<file path="config.mk">
export PLATFORM = sky130hd
export DESIGN_NAME = wash_seq
export DESIGN_NICKNAME = d
export VERILOG_FILES = /design/src/rtl/wash_seq_pkg.sv /design/src/rtl/wash_seq_timer.sv /design/src/rtl/wash_seq_fsm.sv /design/src/rtl/wash_seq.sv
export SDC_FILE = /design/constraint.sdc
export NUM_CORES = 1
export LEC_CHECK = 0
export BUFFER_PORTS_ARGS = -buffer_cell sky130_fd_sc_hd__clkbuf_2
export CORE_AREA = 10 10 47 49
export DETAILED_ROUTE_END_ITERATION = 10
export DIE_AREA = 0 0 57 59
export MAX_ROUTING_LAYER = met4
export PLACE_DENSITY_LB_ADDON = 0.3
export SYNTH_ARGS = -nofsm -noshare
export SYNTH_HDL_FRONTEND = slang
export SYNTH_SLANG_ARGS = --single-unit
</file>
<file path="constraint.sdc">
create_clock -name clk -period 3.65 [get_ports clk]
set_clock_uncertainty 0.2 [all_clocks]
set_input_delay 0.73 -clock clk [delete_from_list [all_inputs] [get_ports clk]]
set_output_delay 0.73 -clock clk [all_outputs]
set_load 0.1 [all_outputs]
</file>
<file path="src/rtl/wash_seq_pkg.sv">
package wash_seq_pkg;

   typedef enum logic [2:0] {
      PH_IDLE   = 3'd0,
      PH_FILL1  = 3'd1,
      PH_WASH   = 3'd2,
      PH_DRAIN1 = 3'd3,
      PH_FILL2  = 3'd4,
      PH_RINSE  = 3'd5,
      PH_DRAIN2 = 3'd6
   } phase_t;

   localparam int ACT_MOTOR = 0;
   localparam int ACT_INLET = 1;
   localparam int ACT_DRAIN = 2;
   localparam int N_ACT     = 3;

   // Actuator pattern that belongs to a step
   function automatic logic [N_ACT-1:0] act_for(phase_t p);
      logic [N_ACT-1:0] a;
      a = '0;
      case (p)
         PH_FILL1, PH_FILL2:   a[ACT_INLET] = 1'b1;
         PH_WASH, PH_RINSE:    a[ACT_MOTOR] = 1'b1;
         PH_DRAIN1, PH_DRAIN2: a[ACT_DRAIN] = 1'b1;
         default:              a = '0;
      endcase
      return a;
   endfunction

endpackage

</file>
<file path="src/rtl/wash_seq_timer.sv">
module wash_seq_timer #(
   parameter int CW = 4
) (
   input  logic          clk,
   input  logic          rst,
   input  logic          load,
   input  logic          en,
   input  logic [CW-1:0] val,
   output logic          done
);

   logic [CW-1:0] cnt_q;

   always_ff @(posedge clk) begin
      if (rst)       cnt_q <= '0;
      else if (load) cnt_q <= val;
      else if (en)   cnt_q <= cnt_q - 1'b1;
   end

   assign done = (cnt_q == '0);

endmodule

</file>
<file path="src/rtl/wash_seq_fsm.sv">
module wash_seq_fsm
   import wash_seq_pkg::*;
#(
   parameter int CW        = 4,
   parameter int FILL_LEN  = 5,
   parameter int WASH_LEN  = 8,
   parameter int DRAIN_LEN = 4,
   parameter int RINSE_LEN = 6
) (
   input  logic             clk,
   input  logic             rst,
   input  logic             start,
   input  logic             run_ok,
   input  logic             done,
   output phase_t           phase_q,
   output logic [N_ACT-1:0] act_q,
   output logic             tmr_load,
   output logic             tmr_en,
   output logic [CW-1:0]    tmr_val
);

   phase_t nxt;
   logic   adv;

   function automatic int step_len(phase_t p);
      case (p)
         PH_FILL1, PH_FILL2:   return FILL_LEN;
         PH_WASH:              return WASH_LEN;
         PH_DRAIN1, PH_DRAIN2: return DRAIN_LEN;
         PH_RINSE:             return RINSE_LEN;
         default:              return 1;
      endcase
   endfunction

   always_comb begin
      adv = 1'b0;
      nxt = phase_q;
      case (phase_q)
         PH_IDLE: begin
            if (start && run_ok) begin
               adv = 1'b1;
               nxt = PH_FILL1;
            end
         end
         PH_DRAIN2: begin
            if (run_ok && done) begin
               adv = 1'b1;
               nxt = PH_IDLE;
            end
         end
         default: begin
            if (run_ok && done) begin
               adv = 1'b1;
               nxt = phase_t'(phase_q + 3'd1);
            end
         end
      endcase
   end

   assign tmr_load = adv && (nxt != PH_IDLE);
   assign tmr_val  = CW'(step_len(nxt) - 1);
   assign tmr_en   = (phase_q != PH_IDLE) && run_ok && !done;

   always_ff @(posedge clk) begin
      if (rst) begin
         phase_q <= PH_IDLE;
         act_q   <= '0;
      end else if (adv) begin
         phase_q <= nxt;
         act_q   <= act_for(nxt);
      end
   end

endmodule

</file>
<file path="src/rtl/wash_seq.sv">
module wash_seq
   import wash_seq_pkg::*;
#(
   parameter int FILL_LEN  = 5,
   parameter int WASH_LEN  = 8,
   parameter int DRAIN_LEN = 4,
   parameter int RINSE_LEN = 6
) (
   input  logic       clk,
   input  logic       rst,
   input  logic       start,
   input  logic       lid_closed,
   input  logic       pause,
   output logic       motor,
   output logic       inlet,
   output logic       drain,
   output logic [2:0] phase
);

   localparam int MAX_FW  = (FILL_LEN > WASH_LEN) ? FILL_LEN : WASH_LEN;
   localparam int MAX_DR  = (DRAIN_LEN > RINSE_LEN) ? DRAIN_LEN : RINSE_LEN;
   localparam int MAX_LEN = (MAX_FW > MAX_DR) ? MAX_FW : MAX_DR;
   localparam int CW      = (MAX_LEN > 1) ? $clog2(MAX_LEN) : 1;

   if (FILL_LEN < 1 || WASH_LEN < 1 || DRAIN_LEN < 1 || RINSE_LEN < 1) begin : g_bad_len
      $error("wash_seq: every step length must be at least 1");
   end

   logic             run_ok;
   logic             done;
   logic             tmr_load;
   logic             tmr_en;
   logic [CW-1:0]    tmr_val;
   phase_t           phase_q;
   logic [N_ACT-1:0] act_q;
   logic [N_ACT-1:0] act_out;

   assign run_ok = lid_closed && !pause;

   wash_seq_fsm #(
      .CW(CW), .FILL_LEN(FILL_LEN), .WASH_LEN(WASH_LEN),
      .DRAIN_LEN(DRAIN_LEN), .RINSE_LEN(RINSE_LEN)
   ) u_fsm (
      .clk(clk), .rst(rst), .start(start), .run_ok(run_ok), .done(done),
      .phase_q(phase_q), .act_q(act_q), .tmr_load(tmr_load),
      .tmr_en(tmr_en), .tmr_val(tmr_val)
   );

   wash_seq_timer #(.CW(CW)) u_tmr (
      .clk(clk), .rst(rst), .load(tmr_load), .en(tmr_en),
      .val(tmr_val), .done(done)
   );

   // Suspension gate on each actuator copy
   for (genvar g = 0; g < N_ACT; g++) begin : g_gate
      assign act_out[g] = act_q[g] && run_ok;
   end

   assign motor = act_out[ACT_MOTOR];
   assign inlet = act_out[ACT_INLET];
   assign drain = act_out[ACT_DRAIN];
   assign phase = phase_q;

endmodule

</file>
* Yosys cells after proc, flatten, opt, wreduce, memory -nomap -nowiden
Index checks and enable logic that the tools add are counted.
** Word-level totals
- Register bits after elaboration :: 9
- Input port bits :: 5
- Output and inout port bits :: 6
** Cells by class
- $add $sub $neg :: 3
- Eq/ne operators :: 7
- Multiplexer cells :: 13
- Reduce and logical (&&, ||, !) cells :: 19
** Operator list (number)
- 3-bit 2-to-1 mux :: 5
- 3-bit equality test, second input constant :: 4
- 3-bit one-hot mux with 4 select lines :: 1
- 1-bit logical AND :: 9
- 3-bit by 2-bit equality test with 1-bit output, second input constant :: 2
- 3-bit zero test :: 2
- 1-bit 2-to-1 mux :: 6
- 3-bit one-hot mux with 2 select lines :: 1
- 3-bit nonzero test :: 2
- 2-bit OR reduction :: 3
- 3-bit by 1-bit subtractor with 3-bit output, second input constant :: 2
- 3-bit by 1-bit adder with 3-bit output, second input constant :: 1
- 3-bit by 1-bit equality test with 1-bit output, second input constant :: 1
- 1-bit zero test :: 2
- 2-bit nonzero test :: 1

* Logic depth before layout (Yosys ltp)
Gate-level depths: netlist (run 1).
- Depth in word-level cells :: 10
- Mapped depth :: 14
- Depth with buffers taken out :: 14

* Cells and area by module
Synthesis (run 1) repeated with hierarchy kept, for this count alone.
** Unflattened totals
- Cells, all modules :: 78
- Area, all modules :: 699.4 um2
** By module, submodules not included
- wash_seq_fsm :: times used 1, cells each 53, area an instance 476.7 um2, sequential area each 120.1 um2
- wash_seq_timer :: times used 1, cells each 21, area an instance 183.9 um2, sequential area each 60.1 um2
- wash_seq :: times used 1, cells each 4, area an instance 38.8 um2, sequential area each 0.0 um2

* Worst setup path after synthesis (run 1)
OpenSTA, ideal clock, no wires.
- Path kind :: register to register
- Start :: register u_fsm.phase_q[0]
- End :: register u_tmr.cnt_q[2]
- Data arrival time :: 3.179 ns
- Data required time :: 3.376 ns
- Path slack :: 0.197 ns
- Stages on the path, launching flop included :: 12
- Cell sequence :: dfxtp_1 > inv_1 > ha_1 > and2b_1 > nand3_1 > nand3_1 > o21ai_1 > a22o_1 > nand2_1 > ha_1 > or3_1 > a31oi_1
** On the way
- Longest elaborated chain between the ends :: 8
- Elaborated cells between the ends (all ways) :: 25
- Those cells by class :: 2 x add/sub; 7 x eq/ne; 7 x mux; 9 x reduce/logical
** Ends and longest elaborated chain
- start: declaration :: line wash_seq_fsm.sv:15 : output phase_t phase_q,
- start signal: assignment :: line wash_seq_fsm.sv:69 : phase_q <= nxt;
- 3-bit by 1-bit adder with 3-bit output :: line wash_seq_fsm.sv:54 : nxt = phase_t'(phase_q + 3'd1);
- 3-bit 2-to-1 mux :: line wash_seq_fsm.sv:52 : if (run_ok && done) begin
- 3-bit one-hot mux with 2 select lines :: line wash_seq_fsm.sv:38 : case (phase_q)
- 3-bit by 2-bit equality test with 1-bit output, or another cell as far along :: line wash_seq_fsm.sv:26 : case (p)
- 2-bit OR reduction :: line wash_seq_fsm.sv:26
- 3-bit one-hot mux with 4 select lines :: line wash_seq_fsm.sv:26
- 3-bit by 1-bit subtractor with 3-bit output :: line wash_seq_fsm.sv:61 : assign tmr_val = CW'(step_len(nxt) - 1);
- 3-bit 2-to-1 mux :: line wash_seq_timer.sv:16 : else if (load) cnt_q <= val;
- end signal: assignment :: line wash_seq_timer.sv:16
- end signal: assignment :: line wash_seq_timer.sv:17 : else if (en) cnt_q <= cnt_q - 1'b1;
- end: declaration :: line wash_seq_timer.sv:12 : logic [CW-1:0] cnt_q;
Several ways; a longest one is shown, not always the timed one.
A chain may end at the register's enable or synchronous reset.

* Worst setup path in the final report (run 1)
- Start :: input pause
- End :: register u_tmr.cnt_q[2]
** On the way
- Longest elaborated chain between the ends :: 10
- Elaborated cells between the ends (all ways) :: 27
- Those cells by class :: 1 x add/sub; 6 x eq/ne; 9 x mux; 11 x reduce/logical
** Ends and longest elaborated chain
- start: declaration :: line wash_seq.sv:13 : input logic pause,
- 1-bit zero test * :: line wash_seq.sv:38 : assign run_ok = lid_closed && !pause;
- 1-bit logical AND * :: line wash_seq.sv:38
- 1-bit logical AND, on equally long branches :: line wash_seq_fsm.sv:46, wash_seq_fsm.sv:52, wash_seq_fsm.sv:40
- 3-bit 2-to-1 mux, on equally long branches :: line wash_seq_fsm.sv:52, wash_seq_fsm.sv:46, wash_seq_fsm.sv:40
- 3-bit one-hot mux with 2 select lines :: line wash_seq_fsm.sv:38
- 3-bit by 2-bit equality test with 1-bit output, or another cell as far along :: line wash_seq_fsm.sv:26
- 2-bit OR reduction :: line wash_seq_fsm.sv:26
- 3-bit one-hot mux with 4 select lines :: line wash_seq_fsm.sv:26
- 3-bit by 1-bit subtractor with 3-bit output :: line wash_seq_fsm.sv:61
- 3-bit 2-to-1 mux :: line wash_seq_timer.sv:16
Mark *: on every way between the ends. The rest lies on a longest branch, timed or not.

==> results of run 1 <==
metal layers:
| layer | wire [um] | part of all wire (%) | vias to the layer above | track usage, % |
|---|---|---|---|---|
| li1 | - | - | 323 | - |
| met1 | 740 | 48 | 293 | 11.6 |
| met2 | 678 | 44 | 14 | 12.7 |
| met3 | 74 | 4.8 | 5 | 3.00 |
| met4 | 35 | 2.3 | 0 | 6.04 |
| met5 | 0 | 0 | - | - |
power by group:
part,total [uW],internal (uW),switching (uW)
clock network,84.5,42.5,42.1
registers,105,102,3.40
logic,63.9,22.9,41.0
metrics by stage:
stage,hold slack [ps],instance area (um2),total power [uW],instances
2_1_floorplan,232,678,158,82
3_3_place_gp,242,748,169,108
3_5_place_dp,253,748,171,108
4_1_cts,261,774,252,112
5_1_grt,282,774,263,112
6_report,257,774,254,112
critical path, cell delays in order:
cell and delay (ps):
clkbuf_2 80, and2b_1 240, nand2_4 100, ha_1 300
nor2b_1 140, a211o_1 280, nand3_1 180, xnor2_1 220
a311oi_2 170, ha_1 260, or3_1 370, a31oi_1 160
layout by cell type (no fill, tap or decap), drive strengths merged:
| cell type | count |
|---|---|
| o21ai | 4 |
| ha | 5 |
| xnor2 | 1 |
| dfxtp | 9 |
| a2bb2oi | 1 |
| nor4 | 1 |
| a211o | 1 |
| nand2 | 6 |
| and2 | 6 |
| clkbuf | 14 |
| o2bb2ai | 1 |
| and2b | 2 |
| buf | 2 |
| nand2b | 2 |
| nand3 | 4 |
| or3 | 2 |
| a22oi | 1 |
| a21oi | 5 |
| a211oi | 2 |
| a32o | 1 |
| nor2b | 2 |
| a21o | 2 |
| a31oi | 1 |
| nor3 | 5 |
| a311oi | 1 |
| inv | 3 |
| nor2 | 9 |
| o21a | 1 |
| o211ai | 1 |
| a22o | 1 |
registers in the layout (all words and copies together) (netlist names):
name           count
u_fsm.phase_q      3
u_fsm.act_q        3
u_tmr.cnt_q        3
how the worst max path moves through the flow:
stage | endpoint | slack [ps] | cells past startpoint
final | u_tmr.cnt_q[2] | 420 | 12
after floorplan | u_tmr.cnt_q[2] | 200 | 11
after detailed placement | u_tmr.cnt_q[2] | 130 | 12
after global routing | u_tmr.cnt_q[2] | 280 | 14
after global placement | u_tmr.cnt_q[2] | 230 | 12
after CTS | u_tmr.cnt_q[2] | 420 | 12
area by class of cell:
cell class | count | area [um2] | share of cell area, %
clock buffer | 4 | 26.3 | 3.39
inverter | 3 | 11.3 | 1.45
sequential | 9 | 180 | 23.3
multi-input combinational | 68 | 472 | 60.9
tap | 16 | 20.0 | 2.58
timing repair buffer | 12 | 65.1 | 8.40
logic make-up (layout without fill, tap and decap cells):
kind of cell | count (synthesis) | after routing | synth area share (%)
fa+ha+maj | 5 | 5 | 9.23
simple gates | 39 | 39 | 33.4
xor+xnor | 1 | 1 | 1.29
flops | 9 | 9 | 26.6
buf+inv | 5 | 19 | 3.87
compound gates | 23 | 23 | 25.6
cell usage after synthesis, types with 2 or more instances:
library cell,count
dfxtp_1,9
nor2_1,9
a21oi_1,5
and2_1,5
ha_1,5
nand2_1,5
nand3_1,4
inv_1,3
nor3_1,3
a211oi_1,2
a21o_1,2
and2b_1,2
nand2b_1,2
nor2b_1,2
o21ai_0,2
==> flow_summary.yaml, run 1 <==
critical_path:
  cp.required_ps: 3660
  cp.arrival_ps: 3240
  reg2reg_depth: 11
  critPathKind: "in -> reg"
  reg2reg_from: "u_tmr.cnt_q[0]"
  rrSetupSlack_ps: 540
  crit_start: "pause"
  worstPathMaxFanout: 7
  end_kind: "flop"
  reg2reg_to: "u_tmr.cnt_q[2]"
  critPathLaunchType: "input port"
synth:
  avgSynthCellArea_um2: 8.27
  syn_inst: 82
  synth.yosys.seq_area_share_pct: 26.6
  syn_area_um2: 678
  synth_area_leader_cell: "dfxtp_1"
  ys_ff_latch: 9
  synthFlopType: "dfxtp_1"
  async_flop_share_pct: 0
  syn-num-nets: 92
  ys_top_cells_by_area: "dfxtp_1 (27%), ha_1 (9.2%), nor2_1 (5.0%)"
  synth_cell_type_count: 37
  synth_top_area_share_pct: 26.6
  yosys_warnings: 0
  synth_edf_count: 0
clock_tree:
  htreeDepth: 1
  cts.sinks: 9
  clock_latency_ps: 280
  cts_tree: "done"
  clk_path_buf_depth: 2
  postCtsSetupRepairBufs: 0
  numCtsBuffers: 3
  cts_resized: 0
  clk_pin_slew_ps: 70
  hold_buffers: 0
  cts_root_buf: "clkbuf_4"
detailed_routing:
  wl_per_cell_um: 13.7
  routed_wl_mm: 1.53
  vias: 635
  drc_errors: 0
  via_per_inst: 5.67
  detail_route.iter0.violations: 11
  first_pass_iters: 4
  final_antenna_net_count: 0
layout:
  nets: 107
  fillers: 142
  final_core_util_pct: 55.3
  areaGrowthSynthToFinish_pct: 14.2
  drive_gt1_share_pct: 22.9
  diodes: 0
sta:
  setup_tns_ps: 0
  fmax_mhz: 310
  rsz0062_at_grt: "false"
  period_needed_ps: 3230
  slew_violations: 0
  maxSlewHeadroom_pct: 63.9
  worst_pin_slew_ps: 544
  timing.final.ws_setup_ps: 420
  fin_crit_sh_pct: 88.5
  setup_viol: 0
  finalHoldViolCount: 0
outcome:
  status: "complete, no violations"
die:
  num_rows: 14
  die_height_um: 59
  die_w_um: 57
  start_util_pct: 48.4
  ioPinCount: 11
  die-area_um2: 3360
  core_area_um2: 1400
worst_hold_path:
  worstHoldStart: "u_fsm.act_q[1]"
  whs_endpoint: "u_fsm.act_q[1]"
  worstHoldPathType: "reg -> reg"
  holdPathStages: 2
grt:
  antenna_found_initial: 0
  grt_overflow: 0
  grt_pass1_vias: 570
  grt_pass1_wl_mm: 2.48
  grt_use_total_pct: 9.40
  grt_max_degree: 11
job:
  drv_cap: 0
pwr:
  ir_worst_vdd_v: 0.000184
  power_density_nw_per_um2: 328
  p_leak_uw: 0.000311
place:
  port_buffers: 10
  pre_cts_slack_ps: 134
  place_hpwl_mm: 1.19
  gp_congestion: 0.890
Power figures use the tool's default switching activity.
==> run 2, diff against run 1 <==
clock period = 3.54 ns   (was 3.65 ns; I/O delays follow)
==> run 2 against run 1 <==
Sequential power increased by 4%; clock power decreased by 0.7%; first-iteration DRC count increased to 2.5 times the previous value; count of clock-buffer cells in the layout unchanged; setup slack got worse by 25 ps; sequential cell count unchanged; die area unchanged; sequential share of layout area decreased by 0.22 points; critical endpoint unchanged; largest cell class unchanged; largest power group unchanged.
==> flow_summary.yaml, run 2 (synthesized netlist as in run 1, its figures left out) <==
outcome:
  status: "complete, no violations"
sta:
  worst_pin_slew_ps: 542
  fmax_mhz: 318
  setup_tns_ps: 0
  maxSlewHeadroom_pct: 64.0
  rsz0062_at_grt: "false"
  setup_viol: 0
  finalHoldViolCount: 0
  fin_crit_sh_pct: 88.8
  slew_violations: 0
  period_needed_ps: 3140
detailed_routing:
  first_pass_iters: 4
  via_per_inst: 5.86
  detail_route.iter0.violations: 28
  routed_wl_mm: 1.51
  final_antenna_net_count: 0
  vias: 662
  wl_per_cell_um: 13.4
  drc_errors: 0
worst_hold_path:
  holdPathStages: 2
  whs_endpoint: "u_fsm.act_q[1]"
  worstHoldStart: "u_fsm.act_q[1]"
  worstHoldPathType: "reg -> reg"
critical_path:
  cp.arrival_ps: 3150
  crit_buf_inv: 1
  worstPathMaxFanout: 7
  critPathMaxStageDelay_ps: 370
  crit_chain: "clkbuf_2, and2b_1, nand2_4, ha_1, nor2_1, o21ai_0, nand3_1, xnor2_1, a311oi_2, ha_1, or3_1, a31oi_1"
  cp.required_ps: 3540
  end_kind: "flop"
  reg2reg_to: "u_tmr.cnt_q[2]"
  critPathLaunchType: "input port"
  crit_slowest_cell: "or3_1"
  rrSetupSlack_ps: 480
  reg2reg_from: "u_tmr.cnt_q[0]"
  timing.critical_path.mode_cell: "ha_1"
  reg2reg_depth: 11
  cp.depth: 12
  critPathKind: "in -> reg"
  crit_family: "simple AND/OR/NAND/NOR gates"
job:
  drv_cap: 0
layout:
  nets: 108
  areaGrowthSynthToFinish_pct: 15.3
  layout_common_cells: "clkbuf_2 (10), nor2_1 (9), dfxtp_1 (9)"
  final_common_cell: "clkbuf_2"
  drive_gt1_share_pct: 23.7
  diodes: 0
  fin_area_um2: 782
  reg_top3: "u_fsm.act_q x3, u_fsm.phase_q x3, u_tmr.cnt_q x3"
place:
  port_buffers: 10
  place_hpwl_mm: 1.16
  place_area_um2: 756
  gp_congestion: 0.853
die:
  num_rows: 14
  ioPinCount: 11
  start_util_pct: 48.4
  die_w_um: 57
  die_height_um: 59
  die-area_um2: 3360
  core_area_um2: 1400
clock_tree:
  clock_latency_ps: 270
  clk_path_buf_depth: 2
  postCtsSetupRepairBufs: 0
  htreeDepth: 1
  hold_buffers: 0
  cts_resized: 0
  cts.sinks: 9
  clk_pin_slew_ps: 60
  cts_root_buf: "clkbuf_4"
  numCtsBuffers: 3
  cts_tree: "done"
grt:
  use_met3_pct: 3.65
  grt_use_total_pct: 9.74
  use_met1_pct: 11.2
  grt_overflow: 0
  grt-busiest-layer: "met2"
  antenna_found_initial: 0
  grt_max_degree: 11
  grt_pass1_wl_mm: 2.54
  grt_pass1_vias: 608
  met2_usage_pct: 13.0
pwr:
  p_leak_uw: 0.000316
  ir_worst_vdd_v: 0.000252
  power_density_nw_per_um2: 334
[run 2: changes by cell type in the layout (fill, tap and decap cells not counted)]
cell / change
buf_4: +1
[run 2: how the worst max path moves through the flow]
stage | to | startpoint | slack [ps]
final | u_tmr.cnt_q[2] | pause | 400
after global routing | u_tmr.cnt_q[2] | pause | 220
after CTS | u_tmr.cnt_q[2] | pause | 400
after detailed placement | u_tmr.cnt_q[2] | pause | 130
after global placement | u_tmr.cnt_q[2] | pause | 200
after floorplan | u_tmr.cnt_q[2] | u_fsm.phase_q[0] | 90
[run 2: worst reg2reg max path, cell delays in order, from the launching register on]
cell      delay (ps)
dfxtp_1          350
nor3_4           290
nand2_4          120
ha_1             310
nor2_1            40
o21ai_0          230
nand3_1          160
xnor2_1          330
a311oi_2         170
ha_1             260
or3_1            370
a31oi_1          160
[run 2: per-layer routing]
layer	part of all wire (%)	routed length, um
met2	43	646
met3	7.3	110
met4	3.2	48
met1	47	707
met5	0	0
[run 2: stage by stage]
stage                     hold WS [ps]  std cells  worst slack (ps)  total power [uW]  util [%]
after floorplan                    232         82              86.8               163         -
final                              257        113               395               261      55.8
after CTS                          260        113               401               261      55.8
after global placement             240        109               197               178      53.9
after global routing               279        113               215               274      55.8
after detailed placement           249        109               130               179      53.9
[run 2: report_power, final]
group | switching [uW] | internal, uW | total, uW
Clock | 40.2 | 43.7 | 83.9
Combinational | 42.8 | 25.8 | 68.6
Sequential | 3.70 | 105 | 109
[run 2: layout make-up]
class                      count  area [um2]
fill                         138         619
multi-input combinational     68         472
sequential                     9         180
timing repair buffer          13        72.6
clock buffer                   4        26.3
tap                           16        20.0
inverter                       3        11.3
